**config.mk**
```make
export PLATFORM = sky130hd
export DESIGN_NAME = serlatch
export DESIGN_NICKNAME = d
export VERILOG_FILES = /design/src/rtl/serlatch_pkg.sv /design/src/rtl/serlatch_sync.sv /design/src/rtl/serlatch_edge.sv /design/src/rtl/serlatch_shift.sv /design/src/rtl/serlatch_hold.sv /design/src/rtl/serlatch.sv
export SDC_FILE = /design/constraint.sdc
export NUM_CORES = 1
export LEC_CHECK = 0
export BUFFER_PORTS_ARGS = -buffer_cell sky130_fd_sc_hd__buf_2
export CORE_MARGIN = 2
export CORE_UTILIZATION = 45
export CTS_BUF_LIST = sky130_fd_sc_hd__clkbuf_8
export DETAILED_ROUTE_END_ITERATION = 8
export PLACE_DENSITY = 0.69
export SYNTH_ARGS = -nofsm -noshare
export SYNTH_HDL_FRONTEND = slang
export SYNTH_SLANG_ARGS = --single-unit
```
**constraint.sdc**
```tcl
create_clock -name clk_i -period 1.8 [get_ports clk_i]
set_clock_uncertainty 0.15 [all_clocks]
set_input_delay 0.18 -clock clk_i [delete_from_list [all_inputs] [get_ports clk_i]]
set_output_delay 0.18 -clock clk_i [all_outputs]
set_load 0.1 [all_outputs]
```
**src/rtl/serlatch_pkg.sv**
```systemverilog
package serlatch_pkg;
  // bit positions in the synchronized pin vector
  localparam int unsigned PIN_SCLK = 0;
  localparam int unsigned PIN_LCLK = 1;
  localparam int unsigned PIN_SER  = 2;
  localparam int unsigned NPINS    = 3;
  localparam int unsigned NSTROBES = 2;
endpackage

```
**src/rtl/serlatch_sync.sv**
```systemverilog
module serlatch_sync #(
  parameter int unsigned WIDTH  = 3,
  parameter int unsigned STAGES = 2
) (
  input  logic             clk_i,
  input  logic             rst_ni,
  input  logic [WIDTH-1:0] d_i,
  output logic [WIDTH-1:0] q_o
);
  logic [WIDTH-1:0] chain_q [STAGES];

  for (genvar s = 0; s < STAGES; s++) begin : g_stage
    always_ff @(posedge clk_i or negedge rst_ni) begin
      if (!rst_ni) chain_q[s] <= '0;
      else if (s == 0) chain_q[s] <= d_i;
      else chain_q[s] <= chain_q[(s == 0) ? 0 : s-1];
    end
  end

  assign q_o = chain_q[STAGES-1];
endmodule

```
**src/rtl/serlatch_edge.sv**
```systemverilog
module serlatch_edge #(
  parameter int unsigned WIDTH = 2
) (
  input  logic             clk_i,
  input  logic             rst_ni,
  input  logic [WIDTH-1:0] lvl_i,
  output logic [WIDTH-1:0] rise_o
);
  logic [WIDTH-1:0] prev_q;

  always_ff @(posedge clk_i or negedge rst_ni) begin
    if (!rst_ni) prev_q <= '0;
    else prev_q <= lvl_i;
  end

  assign rise_o = lvl_i & ~prev_q;
endmodule

```
**src/rtl/serlatch_shift.sv**
```systemverilog
module serlatch_shift #(
  parameter int unsigned WIDTH = 8
) (
  input  logic             clk_i,
  input  logic             rst_ni,
  input  logic             clr_ni,
  input  logic             step_i,
  input  logic             ser_i,
  output logic [WIDTH-1:0] q_o
);
  logic             arst_n;
  logic [WIDTH-1:0] stage_q;

  // clear shares the async path with system reset
  assign arst_n = rst_ni & clr_ni;

  always_ff @(posedge clk_i or negedge arst_n) begin
    if (!arst_n) stage_q <= '0;
    else if (step_i) stage_q <= {stage_q[WIDTH-2:0], ser_i};
  end

  assign q_o = stage_q;
endmodule

```
**src/rtl/serlatch_hold.sv**
```systemverilog
module serlatch_hold #(
  parameter int unsigned WIDTH = 8
) (
  input  logic             clk_i,
  input  logic             rst_ni,
  input  logic             load_i,
  input  logic [WIDTH-1:0] d_i,
  output logic [WIDTH-1:0] q_o
);
  always_ff @(posedge clk_i or negedge rst_ni) begin
    if (!rst_ni) q_o <= '0;
    else if (load_i) q_o <= d_i;
  end
endmodule

```
**src/rtl/serlatch.sv**
```systemverilog
module serlatch
  import serlatch_pkg::*;
#(
  parameter int unsigned WIDTH       = 8,
  parameter int unsigned SYNC_STAGES = 2
) (
  input  logic             clk_i,
  input  logic             rst_ni,
  input  logic             ser_i,
  input  logic             sclk_i,
  input  logic             lclk_i,
  input  logic             clr_ni,
  input  logic             oe_ni,
  output logic [WIDTH-1:0] par_o,
  output logic             par_en_o,
  output logic             casc_o
);
  logic [NPINS-1:0]    pins_raw;
  logic [NPINS-1:0]    pins_s;
  logic [NSTROBES-1:0] strobe_rise;
  logic                sclk_rise;
  logic                lclk_rise;
  logic                ser_s;
  logic [WIDTH-1:0]    shift_q;

  // data and strobes share one synchronizer so they stay aligned
  always_comb begin
    pins_raw           = '0;
    pins_raw[PIN_SCLK] = sclk_i;
    pins_raw[PIN_LCLK] = lclk_i;
    pins_raw[PIN_SER]  = ser_i;
  end

  serlatch_sync #(.WIDTH(NPINS), .STAGES(SYNC_STAGES)) u_sync (
    .clk_i (clk_i),
    .rst_ni(rst_ni),
    .d_i   (pins_raw),
    .q_o   (pins_s)
  );

  serlatch_edge #(.WIDTH(NSTROBES)) u_edge (
    .clk_i (clk_i),
    .rst_ni(rst_ni),
    .lvl_i ({pins_s[PIN_LCLK], pins_s[PIN_SCLK]}),
    .rise_o(strobe_rise)
  );

  assign sclk_rise = strobe_rise[0];
  assign lclk_rise = strobe_rise[1];
  assign ser_s     = pins_s[PIN_SER];

  serlatch_shift #(.WIDTH(WIDTH)) u_shift (
    .clk_i (clk_i),
    .rst_ni(rst_ni),
    .clr_ni(clr_ni),
    .step_i(sclk_rise),
    .ser_i (ser_s),
    .q_o   (shift_q)
  );

  // same-cycle strobes: holding register samples the pre-shift value
  serlatch_hold #(.WIDTH(WIDTH)) u_hold (
    .clk_i (clk_i),
    .rst_ni(rst_ni),
    .load_i(lclk_rise),
    .d_i   (shift_q),
    .q_o   (par_o)
  );

  assign par_en_o = ~oe_ni;
  assign casc_o   = shift_q[WIDTH-1];
endmodule

```
==> run_results.csv <==
group,metric,value,unit
critical_path,cp-end-kind,"primary output",
timing,final_max_slew_viol_count,0,
synthesis,syn_avg_cell_area,19.6,sq um
synthesis,ys_seq_area_share,66.7,%
synthesis,synthDominantCellAreaShare,66.7,%
critical_path,slowest_stage,"buf_2",
detailed_routing,via_per_inst,4.41,
timing,rsz0062_at_grt,"no",
detailed_routing,drt-total-wl,1240,um
final_layout,syn_to_final_growth,22.6,%
synthesis,yosys_register_bits,24,
final_layout,fin_nets,78,
clocking,cts-root-buf,"clkbuf_8",
synthesis,syn_area,901,sq um
timing,setup_violations,0,
floorplan,num_rows,16,
synthesis,synth_nets,53,
floorplan,core_area,1920,sq um
floorplan,io_pins,17,
synthesis,synth_common_cells,"24 x dfrtp_1, 16 x mux2_4, 2 x buf_6, 2 x nor2b_4",
synthesis,synthArstFlopShare,100,%
synthesis,yosys_warnings,0,
hold_path,min_from,"u_sync.chain_q[4]",
synthesis,synthCells,46,
critical_path,ff2ff_path_depth,2,
final_layout,multi_input_area,274,sq um
synthesis,synth.most_common_cell,"dfrtp_1",
status,outcome,"finished, final reports clean",
global_route,grt_pass1_vias,483,
critical_path,rr_endpoint,"u_hold.q_o[5]",
detailed_routing,ant_nets,0,
timing,report.final.hold_viol_count,0,
synthesis,yosysUniqueCellTypes,6,
critical_path,r2r_start,"u_edge.prev_q[1]",
hold_path,hold_path.class,"flip-flop to flip-flop",
synthesis,synth_top_cell_by_area,"dfrtp_1",
global_route,grt_overflow_total,0,
floorplan,fp.dieH,48.7,um
critical_path,critical_path_required,1.47,ns
critical_path,worst-setup-path-type,"flip-flop to primary output",
timing,relSlewSlack,67.8,%
final_layout,drive_gt1_share,55.7,%
detailed_routing,drt-wirelength-per-cell,12.8,um
clocking,cts_buffers,3,
detailed_routing,dr.pass1.iters,1,
critical_path,startpoint_type,"flip-flop",
clocking,htree_levels,1,
detailed_routing,vias,428,
critical_path,path_cells,"buf_2",
hold_path,hold-path-cell-count,0,
global_route,grt_max_degree,17,
detailed_routing,drc,0,
clocking,path_clk_slew,0.08,ns
floorplan,start_util,46.9,%
synthesis,synth-main-ff-cell,"dfrtp_1",
timing,worst_pin_slew,0.487,ns
placed_design,port_buffers,16,
clocking,cts_sinks,24,
hold_path,worst_hold_path.endpoint,"u_sync.q_o[1]",
detailed_routing,drt_iter0_markers,0,
floorplan,design.die.area,2380,sq um
job,max_cap_viol_count,0,
critical_path,cp_num_buf_inv,1,
global_route,grtUsageTotal,13.5,%
critical_path,arrival,1.07,ns
clocking,cts_tree,"done",
floorplan,die_w,48.7,um
final_layout,antenna_cells,0,
global_route,grt_pass1_wl,2320,um
global_route,antenna_found_initial,0,
critical_path,max_stage_delay,0.44,ns
timing,fmax,0.713,GHz
placed_design,place_congestion,0.690,
clocking,cts_resized,0,
critical_path,timing.reg2reg.setup_slack,0.47,ns
timing,period_needed,1.40,ns
clocking,clkLatencyLatePin,0.26,ns
synthesis,ys_top_cells_by_area,"dfrtp_1 67%, mux2_4 27%, nor2b_4 3.1%, buf_6 2.5%, and2_1 0.69%",
critical_path,cpLargestDelayFamily,"buffers and inverters",
final_layout,regArea,601,sq um
clocking,clockBufferDepth,2,
synthesis,synth_edf_count,0,
final_layout,fill_cells,160,
timing,fin_setup_tns,0,ns
timing,finalCritPeriodShare,78.0,%
critical_path,crit_fanout,3,
[through the flow]
stage               worst slack, ns  util, %  cell area, sq um  hold slack, ns  std cells
floorplan                     0.380        -               901          -0.266         46
global placement              0.476     52.0              1000          0.0106         88
detailed placement            0.484     52.0              1000         0.00853         88
CTS                           0.385     57.5              1100           0.204         97
global route                  0.343     57.5              1100           0.215         97
finish                        0.397     57.5              1100           0.201         97
[cell usage in the layout (no fill, tap or decap)]
cell / count
clkbuf_8: 4
buf_2: 16
and2_1: 1
nor2b_4: 2
dlygate4sd3_1: 5
inv_1: 1
buf_4: 1
mux2_4: 16
dfrtp_1: 24
[cells by family (layout without fill, tap and decap cells)]
family,Yosys count,count (layout),share of synthesized area [%]
flip-flops,24,24,66.7
multiplexers,16,16,26.7
AND/OR/NAND/NOR,3,3,3.75
buffers and inverters,3,27,2.92
[worst max-delay path by stage]
stage	startpoint	end	slack, ns	cells after the start
3_3_place_gp	u_edge.prev_q[1]	u_hold.q_o[3]	0.48	2
5_1_grt	u_shift.q_o[7]	casc_o	0.34	1
6_report	u_shift.q_o[7]	casc_o	0.40	1
3_5_place_dp	u_edge.prev_q[1]	u_hold.q_o[0]	0.48	2
4_1_cts	u_shift.q_o[7]	casc_o	0.38	1
2_1_floorplan	u_shift.q_o[7]	u_shift.q_o[7]	0.38	1
[state kept, by name (all words and copies together) (netlist names)]
name and count:
u_edge.prev_q 2, u_hold.q_o 8, u_shift.q_o 8, u_sync.chain_q 3
u_sync.q_o 3
[timing repair]
action / in CTS / in global routing
endpoints found under the hold margin: 27 / 0
hold buffers: 5 / 0
setup buffers: 0 / 0
[final cells by class]
type | instances | area share (%)
multi-input cells | 19 | 24.8
inverters | 1 | 0.340
well taps | 27 | 3.06
flip-flops and latches | 24 | 54.4
clock buffers | 4 | 4.98
repair buffers | 22 | 12.5
[routing by layer]
metal  global-route usage (%)  vias up  wire, um
met5                        0        -         0
li1                         -      199         -
met3                     2.78        2        49
met1                     17.2      214       573
met2                     20.3       13       596
met4                     10.0        0        18
Power is left out: the tool's default activity adds up to more than one toggle a clock period on the data nets, which glitch-free logic cannot reach.
